--- config.mk ---
export PLATFORM = sky130hd
export DESIGN_NAME = irq_prio_ack
export DESIGN_NICKNAME = d
export VERILOG_FILES = /design/src/rtl/irq_pkg.sv /design/src/rtl/irq_request_reg.sv /design/src/rtl/irq_priority_resolver.sv /design/src/rtl/irq_ack_fsm.sv /design/src/rtl/irq_service_reg.sv /design/src/rtl/irq_prio_ack.sv
export SDC_FILE = /design/constraint.sdc
export NUM_CORES = 1
export LEC_CHECK = 0
export BUFFER_PORTS_ARGS = -buffer_cell sky130_fd_sc_hd__buf_2
export CAP_MARGIN = 40
export CORE_MARGIN = 3
export CORE_UTILIZATION = 45
export CTS_CLUSTER_SIZE = 16
export DETAILED_ROUTE_END_ITERATION = 6
export GPL_ROUTABILITY_DRIVEN = 0
export PLACE_DENSITY = 0.72
export SYNTH_ARGS = -nofsm -noshare
export SYNTH_HDL_FRONTEND = slang
export SYNTH_SLANG_ARGS = --single-unit
--- constraint.sdc ---
create_clock -name clk -period 4.4 [get_ports clk]
set_input_delay 0.88 -clock clk [delete_from_list [all_inputs] [get_ports clk]]
set_output_delay 0.88 -clock clk [all_outputs]
set_load 0.1 [all_outputs]
--- src/rtl/irq_pkg.sv ---
package irq_pkg;
    localparam int NUM_IRQ  = 8;
    localparam int LVL_W    = $clog2(NUM_IRQ);
    localparam int BYTE_W   = 8;
    localparam int VBASE_W  = BYTE_W - LVL_W;
    localparam int CALLLO_W = BYTE_W - LVL_W - 2;
    localparam logic [BYTE_W-1:0] CALL_OPCODE = 8'hCD;
    localparam logic [LVL_W-1:0]  LVL_LAST    = LVL_W'(NUM_IRQ - 1);

    typedef enum logic [1:0] {
        ACK_IDLE   = 2'd0,
        ACK_SECOND = 2'd1,
        ACK_THIRD  = 2'd2
    } ack_state_e;

    // rank 0 = level just above 'lowest'; NUM_IRQ means empty vector
    function automatic logic [LVL_W:0] prio_rank(
        input logic [NUM_IRQ-1:0] vec,
        input logic [LVL_W-1:0]   lowest
    );
        logic [LVL_W:0]   r;
        logic [LVL_W-1:0] idx;
        r = (LVL_W+1)'(NUM_IRQ);
        for (int k = NUM_IRQ - 1; k >= 0; k--) begin
            idx = lowest + LVL_W'(k + 1);
            if (vec[idx]) r = (LVL_W+1)'(k);
        end
        return r;
    endfunction
endpackage

--- src/rtl/irq_request_reg.sv ---
module irq_request_reg
    import irq_pkg::*;
(
    input  logic               clk,
    input  logic               rst_n,
    input  logic [NUM_IRQ-1:0] irq_in,
    input  logic               level_mode,
    input  logic               clr_en,
    input  logic [LVL_W-1:0]   clr_lvl,
    output logic [NUM_IRQ-1:0] irr_q
);
    genvar g;
    generate
        for (g = 0; g < NUM_IRQ; g++) begin : g_line
            logic pend_q;
            logic prev_q;
            logic rise;
            assign rise = irq_in[g] & ~prev_q;
            always_ff @(posedge clk) begin
                if (!rst_n) begin
                    pend_q <= 1'b0;
                    prev_q <= 1'b0;
                end else begin
                    prev_q <= irq_in[g];
                    if (level_mode)
                        pend_q <= irq_in[g];
                    else if (rise)
                        pend_q <= 1'b1;
                    else if (clr_en && (clr_lvl == LVL_W'(g)))
                        pend_q <= 1'b0;
                end
            end
            assign irr_q[g] = pend_q;
        end
    endgenerate
endmodule

--- src/rtl/irq_priority_resolver.sv ---
module irq_priority_resolver
    import irq_pkg::*;
(
    input  logic [NUM_IRQ-1:0] irr,
    input  logic [NUM_IRQ-1:0] mask,
    input  logic [NUM_IRQ-1:0] isr,
    input  logic [LVL_W-1:0]   lowest,
    output logic               req_vld,
    output logic [LVL_W-1:0]   req_lvl,
    output logic               top_vld,
    output logic [LVL_W-1:0]   top_lvl,
    output logic               fire
);
    logic [LVL_W:0] req_rank;
    logic [LVL_W:0] isr_rank;

    always_comb begin
        req_rank = prio_rank(irr & ~mask, lowest);
        isr_rank = prio_rank(isr, lowest);
        req_vld  = ~req_rank[LVL_W];
        top_vld  = ~isr_rank[LVL_W];
        req_lvl  = lowest + req_rank[LVL_W-1:0] + LVL_W'(1);
        top_lvl  = lowest + isr_rank[LVL_W-1:0] + LVL_W'(1);
        fire     = req_vld && (req_rank < isr_rank);
    end
endmodule

--- src/rtl/irq_ack_fsm.sv ---
module irq_ack_fsm
    import irq_pkg::*;
(
    input  logic                clk,
    input  logic                rst_n,
    input  logic                inta,
    input  logic                mode86,
    input  logic                win_vld,
    input  logic [LVL_W-1:0]    win_lvl,
    input  logic [VBASE_W-1:0]  vbase,
    input  logic [CALLLO_W-1:0] call_lo,
    input  logic [BYTE_W-1:0]   call_hi,
    output logic                busy,
    output logic                grant,
    output logic [LVL_W-1:0]    grant_lvl,
    output logic                done,
    output logic [LVL_W-1:0]    done_lvl,
    output logic                vec_valid,
    output logic [BYTE_W-1:0]   vec_data
);
    ack_state_e        state_q, state_d;
    logic [LVL_W-1:0]  lvl_q, lvl_d;
    logic              hit_q, hit_d;
    logic              vval_d;
    logic [BYTE_W-1:0] vdat_d;
    logic              last_pulse;

    // state register process
    always_ff @(posedge clk) begin
        if (!rst_n) begin
            state_q   <= ACK_IDLE;
            lvl_q     <= LVL_LAST;
            hit_q     <= 1'b0;
            vec_valid <= 1'b0;
            vec_data  <= '0;
        end else begin
            state_q   <= state_d;
            lvl_q     <= lvl_d;
            hit_q     <= hit_d;
            vec_valid <= vval_d;
            vec_data  <= vdat_d;
        end
    end

    // next-state and output process
    always_comb begin
        state_d    = state_q;
        lvl_d      = lvl_q;
        hit_d      = hit_q;
        vval_d     = 1'b0;
        vdat_d     = vec_data;
        last_pulse = 1'b0;
        grant      = 1'b0;
        unique case (state_q)
            ACK_IDLE: begin
                if (inta) begin
                    grant   = win_vld;
                    hit_d   = win_vld;
                    lvl_d   = win_vld ? win_lvl : LVL_LAST;
                    state_d = ACK_SECOND;
                    if (!mode86) begin
                        vval_d = 1'b1;
                        vdat_d = CALL_OPCODE;
                    end
                end
            end
            ACK_SECOND: begin
                if (inta) begin
                    vval_d = 1'b1;
                    if (mode86) begin
                        vdat_d     = {vbase, lvl_q};
                        last_pulse = 1'b1;
                        state_d    = ACK_IDLE;
                    end else begin
                        vdat_d  = {call_lo, lvl_q, 2'b00};
                        state_d = ACK_THIRD;
                    end
                end
            end
            ACK_THIRD: begin
                if (inta) begin
                    vval_d     = 1'b1;
                    vdat_d     = call_hi;
                    last_pulse = 1'b1;
                    state_d    = ACK_IDLE;
                end
            end
            default: state_d = ACK_IDLE;
        endcase
        busy      = (state_q != ACK_IDLE);
        grant_lvl = win_lvl;
        done      = last_pulse && hit_q;
        done_lvl  = lvl_q;
    end
endmodule

--- src/rtl/irq_service_reg.sv ---
module irq_service_reg
    import irq_pkg::*;
(
    input  logic               clk,
    input  logic               rst_n,
    input  logic               rotate,
    input  logic               grant,
    input  logic [LVL_W-1:0]   grant_lvl,
    input  logic               auto_clr,
    input  logic [LVL_W-1:0]   auto_lvl,
    input  logic               eoi_cmd,
    input  logic               eoi_spec,
    input  logic [LVL_W-1:0]   eoi_lvl,
    input  logic               top_vld,
    input  logic [LVL_W-1:0]   top_lvl,
    output logic [NUM_IRQ-1:0] isr_q,
    output logic [LVL_W-1:0]   lowest_q
);
    logic [NUM_IRQ-1:0] set_vec, clr_vec;
    logic               cmd_hit;
    logic [LVL_W-1:0]   cmd_lvl;
    logic               rot_hit;
    logic [LVL_W-1:0]   rot_lvl;

    always_comb begin
        set_vec = '0;
        clr_vec = '0;
        cmd_hit = eoi_cmd && (eoi_spec || top_vld);
        cmd_lvl = eoi_spec ? eoi_lvl : top_lvl;
        if (grant)    set_vec[grant_lvl] = 1'b1;
        if (auto_clr) clr_vec[auto_lvl]  = 1'b1;
        if (cmd_hit)  clr_vec[cmd_lvl]   = 1'b1;
        rot_hit = cmd_hit || auto_clr;
        rot_lvl = cmd_hit ? cmd_lvl : auto_lvl;
    end

    always_ff @(posedge clk) begin
        if (!rst_n) begin
            isr_q    <= '0;
            lowest_q <= LVL_LAST;
        end else begin
            isr_q <= (isr_q & ~clr_vec) | set_vec;
            if (!rotate)
                lowest_q <= LVL_LAST;
            else if (rot_hit)
                lowest_q <= rot_lvl;
        end
    end
endmodule

--- src/rtl/irq_prio_ack.sv ---
module irq_prio_ack
    import irq_pkg::*;
(
    input  logic                clk,
    input  logic                rst_n,
    input  logic [NUM_IRQ-1:0]  irq_in,
    input  logic [NUM_IRQ-1:0]  mask_in,
    input  logic                cfg_level,
    input  logic                cfg_mode86,
    input  logic                cfg_aeoi,
    input  logic                cfg_rotate,
    input  logic [VBASE_W-1:0]  cfg_vbase,
    input  logic [CALLLO_W-1:0] cfg_call_lo,
    input  logic [BYTE_W-1:0]   cfg_call_hi,
    input  logic                eoi_cmd,
    input  logic                eoi_spec,
    input  logic [LVL_W-1:0]    eoi_lvl,
    input  logic                inta,
    output logic                int_out,
    output logic                vec_valid,
    output logic [BYTE_W-1:0]   vec_data
);
    logic [NUM_IRQ-1:0] irr_q;
    logic [NUM_IRQ-1:0] isr_q;
    logic [LVL_W-1:0]   lowest_q;
    logic               req_vld, top_vld, fire;
    logic [LVL_W-1:0]   req_lvl, top_lvl;
    logic               ack_busy, grant, done;
    logic [LVL_W-1:0]   grant_lvl, done_lvl;

    irq_request_reg u_req (
        .clk        (clk),
        .rst_n      (rst_n),
        .irq_in     (irq_in),
        .level_mode (cfg_level),
        .clr_en     (grant),
        .clr_lvl    (grant_lvl),
        .irr_q      (irr_q)
    );

    irq_priority_resolver u_res (
        .irr     (irr_q),
        .mask    (mask_in),
        .isr     (isr_q),
        .lowest  (lowest_q),
        .req_vld (req_vld),
        .req_lvl (req_lvl),
        .top_vld (top_vld),
        .top_lvl (top_lvl),
        .fire    (fire)
    );

    irq_ack_fsm u_ack (
        .clk       (clk),
        .rst_n     (rst_n),
        .inta      (inta),
        .mode86    (cfg_mode86),
        .win_vld   (req_vld),
        .win_lvl   (req_lvl),
        .vbase     (cfg_vbase),
        .call_lo   (cfg_call_lo),
        .call_hi   (cfg_call_hi),
        .busy      (ack_busy),
        .grant     (grant),
        .grant_lvl (grant_lvl),
        .done      (done),
        .done_lvl  (done_lvl),
        .vec_valid (vec_valid),
        .vec_data  (vec_data)
    );

    irq_service_reg u_svc (
        .clk       (clk),
        .rst_n     (rst_n),
        .rotate    (cfg_rotate),
        .grant     (grant),
        .grant_lvl (grant_lvl),
        .auto_clr  (done && cfg_aeoi),
        .auto_lvl  (done_lvl),
        .eoi_cmd   (eoi_cmd),
        .eoi_spec  (eoi_spec),
        .eoi_lvl   (eoi_lvl),
        .top_vld   (top_vld),
        .top_lvl   (top_lvl),
        .isr_q     (isr_q),
        .lowest_q  (lowest_q)
    );

    assign int_out = fire && !ack_busy;
endmodule

==> impl_metrics.env, run 1 <==
export IMPL_synth_fp_nets=409
export IMPL_final_max_slew_viol_count=0
export IMPL_vias=2857
export IMPL_die_y_um=91.7
export IMPL_hpwl_um=6270
export IMPL_nets=463
export IMPL_final_common_cell="buf_2"
export IMPL_power_leakage_nw=1.57
export IMPL_chipWidth_um=91.7
export IMPL_rsz0062_at_grt="false"
export IMPL_finClkSkew_ns=0.00772
export IMPL_max_freq_mhz=237
export IMPL_postSynthAreaPerCell_um2=9.38
export IMPL_ys_warn_count=0
export IMPL_cts_made_buffers=5
export IMPL_drtAntennaViolNets=0
export IMPL_slew_headroom_pct=55.9
export IMPL_crit_arrival_ns=3.34
export IMPL_drt_vias_per_instance=5.68
export IMPL_min_path_type="reg -> reg"
export IMPL_cts_tree="yes"
export IMPL_synth_top_area_cell="dfxtp_1"
export IMPL_fin_area_um2=3870
export IMPL_drive_above_1_share_pct=31.9
export IMPL_rows=30
export IMPL_wire_per_inst_um=16.0
export IMPL_cts_sinks=42
export IMPL_dp_slack_ns=0.140
export IMPL_final_min_clock_period_ns=4.22
export IMPL_fin_ws_ns=0.176
export IMPL_synthFlopType="dfxtp_1"
export IMPL_dpl_instance_area_um2=3710
export IMPL_clockRootBuffer="clkbuf_8"
export IMPL_required_ns=3.52
export IMPL_grtUsageTotal_pct=19.5
export IMPL_dr_first_iter_drc_count=138
export IMPL_cp_cell_sequence="buf_2 > nor2b_1 > mux2i_1 > mux4_2 > nand2b_1 > a21oi_1 > or2_2 > inv_1 > ha_1 > o211ai_1 > a31oi_1 > nor2b_4 > buf_12"
export IMPL_syn_inst=352
export IMPL_ios=54
export IMPL_cts_buffer_depth=2
export IMPL_dieArea_um2=8400
export IMPL_hold_viol=0
export IMPL_drc_errors=0
export IMPL_core_um2=6940
export IMPL_cts_hold_fix_buffers=0
export IMPL_layout_common_cells="buf_2 (52), nand2_1 (46), dfxtp_1 (42)"
export IMPL_synthTopCellsByArea="dfxtp_1 (25%), mux4_2 (13%), nand2_1 (5.2%)"
export IMPL_post_synth_num_cell_types=62
export IMPL_worstPathMaxFanout=4
export IMPL_synth_async_reset_ratio_pct=0
export IMPL_path_clk_slew_ns=0.08
export IMPL_end_kind="output port"
export IMPL_grt_pass1_vias=2845
export IMPL_port_buffers=53
export IMPL_final_util_pct=55.8
export IMPL_worst_slew_pin_slew_ns=0.661
export IMPL_postRouteWirelength_um=8060
export IMPL_start_util_pct=47.5
export IMPL_synth_cell_area_um2=3300
export IMPL_totalPowerFinal_mw=1.73
export IMPL_firstDrtPassIters=4
export IMPL_finalNonFillerCells=503
export IMPL_grt_ovfl_total=0
export IMPL_status="complete, no violations"
export IMPL_grt_max_degree=42
export IMPL_setup_viol=0
export IMPL_antenna_found_initial=0
export IMPL_area_growth_pct=17.3
export IMPL_worstSkewPairLatency_ns=0.30
export IMPL_max_stage_delay_ns=0.51
export IMPL_n_antenna_cell=0
export IMPL_powerDensity_nw_per_um2=447
export IMPL_synth_top_area_share_pct=25.5
export IMPL_worstSetupPathType="in -> out"
export IMPL_cp_slowest_cell="mux4_2"
export IMPL_hold_worst_slack_ns=0.474
export IMPL_grt_pass1_wl_um=13500
export IMPL_fin_crit_sh_pct=96.0
export IMPL_synth_yosys_seq_area_share_pct=25.5
export IMPL_cts_max_level=2
export IMPL_ys_ff_latch=42
export IMPL_synth_edf_count=0
export IMPL_dpl_cell_count=494
export IMPL_start_kind="input pin"
export IMPL_vdd_ir_drop_max_v=0.000212
export IMPL_setup_tns_final_ns=0
export IMPL_cap_violations=0
cells by family after synthesis:
family | after synthesis | share of synthesized area, %
adder cells (fa/ha/maj) | 13 | 5.38
multiplexers | 48 | 23.1
XOR/XNOR | 7 | 2.54
buffers and inverters | 36 | 4.74
AO/OA/AOI/OAI | 76 | 17.5
AND/OR/NAND/NOR | 130 | 21.3
flip-flops | 42 | 25.5
routing by layer:
metal,global-route usage (%),wire [µm]
met1,25.2,3650
met2,34.3,4020
met3,3.36,328
met4,3.77,62
met5,0,0
worst max-delay path: cells and delay by family:
| family | cells | cell delay (ns) |
|---|---|---|
| and+or+nand+nor | 4 | 0.86 |
| AOI/OAI and AO/OA | 3 | 0.33 |
| adders and majority gates | 1 | 0.22 |
| muxes | 2 | 0.70 |
| buffers and inverters | 3 | 0.35 |
Yosys cell counts, drive strengths merged (2+ instances only):
cell type / n
a21boi: 5
a21o: 2
a21oi: 12
a22o: 2
a31o: 2
a32o: 8
and2: 12
buf: 7
clkbuf: 14
dfxtp: 42
fa: 2
ha: 11
inv: 15
mux2: 12
mux2i: 17
mux4: 19
nand2: 46
nand2b: 14
nand3: 10
nand4: 9
nor2: 7
nor2b: 16
nor3: 5
nor3b: 2
nor4: 2
nor4b: 2
o211a: 5
o211ai: 11
o21a: 2
o21ai: 10
o22ai: 3
o2bb2ai: 2
o311ai: 4
or3: 2
xnor2: 4
xor2: 3
layout make-up:
type                       instances  area (µm²)
sequential                        42         841
clock buffer                       5        68.8
inverter                          15        56.3
fill                             620        3070
tap                               96         120
multi-input combinational        274        2360
clock inverter                     3        21.3
timing repair buffer              68         404
where the power goes:
group / leakage (nW) / total (mW) / switching, mW / internal, mW
Sequential: 0.346 / 0.467 / 0.0474 / 0.420
Combinational: 1.18 / 1.01 / 0.579 / 0.432
Clock: 0.0441 / 0.252 / 0.141 / 0.112
sequential cells by signal, indices dropped and copies added, names as in the netlist:
name / cells
u_ack.done_lvl: 3
u_req.g_line.prev_q: 8
u_ack.state_q: 2
u_req.g_line.pend_q: 8
u_ack.vec_valid: 1
u_svc.lowest_q: 3
u_ack.hit_q: 1
u_ack.vec_data: 8
u_svc.isr_q: 8
final timing paths:
path | slack (ns) | from | endpoint | cells after the start
setup / recovery | 0.18 | mask_in[3] | int_out | 13
setup reg to reg | 0.31 | u_svc.lowest_q[1] | u_svc.isr_q[1] | 16
hold reg to reg | 0.47 | u_ack.vec_data[1] | u_ack.vec_data[1] | 2
hold / removal | 0.47 | u_ack.vec_data[1] | u_ack.vec_data[1] | 2
repair_timing:
| action | CTS | global route |
|---|---|---|
| gates resized for setup | 1 | 11 |
| cloned | 0 | 0 |
| endpoints found under the setup margin | 1 | 10 |
| pin swaps | 1 | 0 |
| setup buffers | 1 | 0 |
(Power assumes the default switching activity.)
==> run 2: changes to the inputs <==
Settings changed: SYNTH_HIERARCHICAL set to 1.
==> impl_metrics.env, run 2 <==
export IMPL_worst_slew_pin_slew_ns=0.646
export IMPL_fin_ws_ns=0.0170
export IMPL_setup_tns_final_ns=0
export IMPL_cts_hold_fix_buffers=0
export IMPL_cp_cell_sequence="buf_2 > nor2b_1 > mux2_4 > mux4_2 > nand2b_1 > nand3b_1 > nand3b_1 > and2_1 > ha_1 > or4_4 > o21ai_2 > nor2b_4 > buf_12"
export IMPL_worstSetupPathType="in -> out"
export IMPL_multiInputGateArea_um2=2390
export IMPL_max_freq_mhz=228
export IMPL_slew_headroom_pct=56.9
export IMPL_synth_edf_count=0
export IMPL_path_clk_slew_ns=0.09
export IMPL_synth_mux_area_share_pct=19.8
export IMPL_cap_violations=0
export IMPL_nFillCells=681
export IMPL_synth_async_reset_ratio_pct=0
export IMPL_setup_viol=0
export IMPL_crit_path_start="mask_in[0]"
export IMPL_rows=31
export IMPL_finClkSkew_ns=0.0206
export IMPL_power_leakage_nw=1.66
export IMPL_max_stage_delay_ns=0.53
export IMPL_ys_ff_latch=42
export IMPL_synthTopCellsByArea="dfxtp_1 (25%), mux4_2 (8.6%), ha_1 (5.1%)"
export IMPL_hpwl_um=6250
export IMPL_synthMostInstantiatedCell="dfxtp_1"
export IMPL_ys_warn_count=6
export IMPL_vdd_ir_drop_max_v=0.000197
export IMPL_cts_max_level=2
export IMPL_yosys_area_share_simple_pct=22.1
export IMPL_rsz0062_at_grt="true"
export IMPL_synth_fp_nets=403
export IMPL_synth_compound_area_share_pct=18.2
export IMPL_critPathBufInv=2
export IMPL_n_antenna_cell=0
export IMPL_cp_common_cell="nand3b_1"
export IMPL_syn_inst=343
export IMPL_final_common_cell="buf_2"
export IMPL_regToRegStartpoint="u_svc/lowest_q[0]"
export IMPL_hold_viol=0
export IMPL_grt_pass1_wl_um=13400
export IMPL_grt_max_degree=39
export IMPL_core_um2=7290
export IMPL_grtUsageTotal_pct=19.1
export IMPL_dieArea_um2=8650
export IMPL_cts_tree="yes"
export IMPL_synth_common_cells="dfxtp_1 (42), inv_1 (17), nand2_1 (16), nand2b_1 (16), ha_1 (14)"
export IMPL_synthAdderAreaFrac_pct=6.32
export IMPL_ios=54
export IMPL_firstDrtPassIters=4
export IMPL_clockRootBuffer="clkbuf_8"
export IMPL_totalPowerFinal_mw=1.82
export IMPL_cp_slowest_cell="or4_4"
export IMPL_die_y_um=93.0
export IMPL_vias=2901
export IMPL_drtAntennaViolNets=0
export IMPL_drive_above_1_share_pct=35.0
export IMPL_chipWidth_um=93.0
export IMPL_post_synth_num_cell_types=71
export IMPL_crit_arrival_ns=3.50
export IMPL_dr_first_iter_drc_count=170
export IMPL_drt_vias_per_instance=5.92
export IMPL_drc_errors=0
export IMPL_yosys_area_share_xor_xnor_pct=2.24
export IMPL_postSynthAreaPerCell_um2=9.93
export IMPL_worstSkewPairLatency_ns=0.31
export IMPL_required_ns=3.52
export IMPL_wire_per_inst_um=16.8
export IMPL_fin_crit_sh_pct=99.6
export IMPL_cts_sinks=42
export IMPL_worstPathMaxFanout=4
export IMPL_cts_buffer_depth=2
export IMPL_start_kind="input pin"
export IMPL_cts_made_buffers=5
export IMPL_layout_common_cells="buf_2 (52), dfxtp_1 (40), inv_1 (17)"
export IMPL_status="complete, no violations"
export IMPL_synth_top_area_cell="dfxtp_1"
export IMPL_dp_slack_ns=-0.0311
export IMPL_min_from="u_ack/hit_q"
export IMPL_synth_top_family_by_area="simple AND/OR/NAND/NOR gates"
export IMPL_synth_top_area_share_pct=24.7
export IMPL_grt_pass1_vias=2891
export IMPL_powerDensity_nw_per_um2=466
export IMPL_end_kind="output port"
export IMPL_start_util_pct=46.7
export IMPL_synth_yosys_seq_area_share_pct=24.7
export IMPL_nets=451
export IMPL_critPathTopFamily="simple AND/OR/NAND/NOR gates"
export IMPL_area_growth_pct=14.5
export IMPL_grt_ovfl_total=0
export IMPL_min_path_type="reg -> reg"
export IMPL_postRouteWirelength_um=8230
export IMPL_synth_cell_area_um2=3410
export IMPL_final_max_slew_viol_count=0
export IMPL_final_min_clock_period_ns=4.38
export IMPL_antenna_found_initial=0
export IMPL_regArea_um2=843
export IMPL_port_buffers=53
export IMPL_synthFlopType="dfxtp_1"
[run 2: worst paths after layout]
check                           end  slack, ns  depth (start not counted)
max                         int_out       0.02                         13
max reg2reg  u_req/g_line[0].pend_q       0.46                         13
min reg2reg             u_ack/hit_q       0.47                          2
min                     u_ack/hit_q       0.47                          2
[run 2: layout make-up]
| class | count | area share, % |
|---|---|---|
| Sequential cell | 42 | 21.6 |
| Clock buffer | 5 | 1.76 |
| Multi-Input combinational cell | 257 | 61.2 |
| Tap cell | 99 | 3.17 |
| Clock inverter | 2 | 0.385 |
| Timing Repair Buffer | 66 | 10.0 |
| Inverter | 19 | 1.83 |
[run 2: metal layers]
layer / share of wire [%] / GRT usage (%) / up-vias / wire, µm
li1: - / - / 1398 / -
met1: 45 / 23.9 / 1427 / 3680
met2: 51 / 34.1 / 64 / 4170
met3: 3.2 / 2.65 / 12 / 264
met4: 1.5 / 5.49 / 0 / 125
met5: 0 / 0 / - / 0
[run 2: where the power goes]
part | switching (mW) | internal (mW) | total, mW
clock network | 0.136 | 0.108 | 0.245
logic | 0.614 | 0.492 | 1.11
registers | 0.0459 | 0.424 | 0.470
total | 0.796 | 1.02 | 1.82
[run 2: what timing repair did]
item / CTS / global route
resized for setup: 8 / 8
endpoints found under the setup margin: 1 / 4
setup buffers: 2 / 0
pin swaps: 1 / 1
[run 2: kinds of logic (layout without fill, tap and decap cells)]
group	after synthesis	after routing
AND/OR/NAND/NOR	115	115
AO/OA/AOI/OAI	76	76
multiplexers	43	43
buffers and inverters	44	92
flip-flops	42	42
adder cells (fa/ha/maj)	16	16
XOR/XNOR	7	7
[run 2: tightest hold or removal path, cell delays in order (launching register included)]
cell and delay (ns):
dfxtp_1 0.32, nand2_1 0.05, a21oi_1 0.05
[run 2: metrics by stage]
stage                     util [%]  hold WS, ns  cell area [µm²]  instances
after global routing          53.5        0.498             3900        490
after detailed placement      51.3        0.451             3740        481
after global placement        51.3        0.453             3740        481
final                         53.5        0.466             3900        490
after floorplan                  -        0.437             3420        343
after CTS                     53.0        0.465             3870        490
==> run 3: changes to the inputs <==
Settings changed: ABC_AREA set to 1, PLACE_DENSITY 0.72 to 0.73, SYNTH_HIERARCHICAL 1 to unset.
==> impl_metrics.env, run 3 <==
export IMPL_grt_pass1_vias=3148
export IMPL_nets=601
export IMPL_end_kind="output port"
export IMPL_worst_slew_pin_slew_ns=0.633
export IMPL_dr_first_iter_drc_count=145
export IMPL_r2r_cells=21
export IMPL_final_min_clock_period_ns=4.04
export IMPL_hpwl_um=6590
export IMPL_final_max_slew_viol_count=0
export IMPL_cts_resized=0
export IMPL_synth_edf_count=0
export IMPL_dpl_cell_count=633
export IMPL_chipWidth_um=90.6
export IMPL_min_to="u_ack.vec_data[1]"
export IMPL_crit_arrival_ns=3.16
export IMPL_drt_vias_per_instance=5.10
export IMPL_postRouteWirelength_um=8120
export IMPL_powerDensity_nw_per_um2=509
export IMPL_drive_above_1_share_pct=20.7
export IMPL_synth_cell_area_um2=3220
export IMPL_fin_ws_ns=0.360
export IMPL_firstDrtPassIters=5
export IMPL_antenna_found_initial=0
export IMPL_whs_path_depth=2
export IMPL_setup_viol=0
export IMPL_area_growth_pct=14.6
export IMPL_synth_top_area_cell="dfxtp_1"
export IMPL_n_antenna_cell=0
export IMPL_worstSetupPathType="reg -> out"
export IMPL_synth_yosys_seq_area_share_pct=26.1
export IMPL_power_leakage_nw=1.86
export IMPL_cts_buffer_depth=2
export IMPL_totalPowerFinal_mw=1.88
export IMPL_clockRootBuffer="clkbuf_8"
export IMPL_die_y_um=90.6
export IMPL_min_from="u_ack.vec_data[1]"
export IMPL_vias=3270
export IMPL_core_um2=6870
export IMPL_wire_per_inst_um=12.7
export IMPL_worstSkewPairLatency_ns=0.30
export IMPL_synth_common_cells="nand2_1 (152), nand3_1 (78), inv_1 (60)"
export IMPL_grtUsageTotal_pct=20.2
export IMPL_synthMostInstantiatedCell="nand2_1"
export IMPL_grt_ovfl_total=0
export IMPL_grt_max_degree=20
export IMPL_fin_crit_sh_pct=91.8
export IMPL_rsz0062_at_grt="false"
export IMPL_hold_viol=0
export IMPL_hold_worst_slack_ns=0.474
export IMPL_grt_pass1_wl_um=13900
export IMPL_start_util_pct=46.8
export IMPL_dp_slack_ns=0.686
export IMPL_cts_tree="yes"
export IMPL_ios=54
export IMPL_max_freq_mhz=247
export IMPL_synth_async_reset_ratio_pct=0
export IMPL_setup_tns_final_ns=0
export IMPL_slew_headroom_pct=57.3
export IMPL_synthTopCellsByArea="dfxtp_1 (26%), nand2_1 (18%), nand3_1 (12%)"
export IMPL_regToRegStartpoint="u_svc.lowest_q[0]"
export IMPL_reg2reg_slack_ns=0.57
export IMPL_required_ns=3.52
export IMPL_synth_fp_nets=548
export IMPL_cts_sinks=42
export IMPL_vdd_ir_drop_max_v=0.000321
export IMPL_ys_warn_count=0
export IMPL_post_synth_num_cell_types=50
export IMPL_drtAntennaViolNets=0
export IMPL_dieArea_um2=8200
export IMPL_cts_max_level=2
export IMPL_postSynthAreaPerCell_um2=6.55
export IMPL_syn_inst=491
export IMPL_cts_hold_fix_buffers=0
export IMPL_start_kind="flop"
export IMPL_cts_setup_buffers=0
export IMPL_finalNonFillerCells=641
export IMPL_worstPathMaxFanout=19
export IMPL_layout_common_cells="nand2_1 (152), nand3_1 (78), inv_1 (60)"
export IMPL_final_common_cell="nand2_1"
export IMPL_rows=30
export IMPL_cts_made_buffers=5
export IMPL_drc_errors=0
export IMPL_synthFlopType="dfxtp_1"
export IMPL_min_path_type="reg -> reg"
export IMPL_r2r_end="u_svc.isr_q[4]"
export IMPL_cap_violations=0
export IMPL_status="complete, no violations"
export IMPL_finClkSkew_ns=0.00561
export IMPL_ys_ff_latch=42
export IMPL_path_clk_slew_ns=0.08
export IMPL_port_buffers=53
export IMPL_synth_top_area_share_pct=26.1
[run 3: cell types whose count changed after synthesis, sizes merged, moves of 13 or more]
cell    previous run  this run
nand2b            16         0
inv               19        67
mux2i             13         0
nor2b             13         0
nor2               4        24
mux4              16         0
nand3             12        83
nand2             16       167
o21ai             10        23
mux2              14         0
[run 3: power breakdown]
part	total, mW	switching [mW]	internal (mW)
registers	0.470	0.0450	0.425
logic	1.10	0.740	0.361
clock network	0.306	0.137	0.169
[run 3: area by class of cell]
cell class	instances	area, µm²
multi-input cells	369	2040
inverters	69	264
clock inverters	2	37.5
fillers	678	3180
well taps	96	120
repair buffers	57	310
clock buffers	6	72.6
flip-flops and latches	42	841
[run 3: critical path, cell delays in order, from the launching register on]
cell and delay, ns:
dfxtp_1 0.38, inv_4 0.11, ha_1 0.47, inv_1 0.19
nand3_1 0.12, nand2_1 0.07, o21ai_0 0.21, inv_1 0.10
nand2_1 0.10, nor2_1 0.05, o21bai_1 0.26, ha_1 0.29
nand2_1 0.07, nand2_1 0.06, a21oi_2 0.17, buf_12 0.19
[run 3: how the worst max path moves through the flow]
stage / from / slack [ns] / endpoint / cells past startpoint
finish: u_svc.lowest_q[0] / 0.36 / int_out / 15
global route: u_svc.lowest_q[0] / 0.11 / int_out / 15
CTS: u_svc.lowest_q[0] / 0.39 / int_out / 15
detailed placement: u_svc.lowest_q[0] / 0.69 / u_svc.isr_q[5] / 21
global placement: mask_in[0] / 0.83 / int_out / 14
floorplan: u_svc.lowest_q[1] / 0.29 / int_out / 15
[run 3: kinds of logic after synthesis]
logic type | synth area share, %
buffers and inverters | 10.5
and+or+nand+nor | 42.9
AOI/OAI and AO/OA | 12.8
xor gates and xnor gates | 2.18
DFF | 26.1
adders and majority gates | 5.52
[run 3: through the flow]
step	util (%)	area, µm²
detailed placement	52.1	3580
global placement	52.1	3580
CTS	53.7	3690
global route	53.7	3690
floorplan	-	3220
finish	53.7	3690
[run 3: metal layers]
layer	part of all wire, %	global-route usage [%]
met4	1.0	5.10
met3	6.3	3.67
met2	47	35.0
met5	0	0
met1	46	25.6
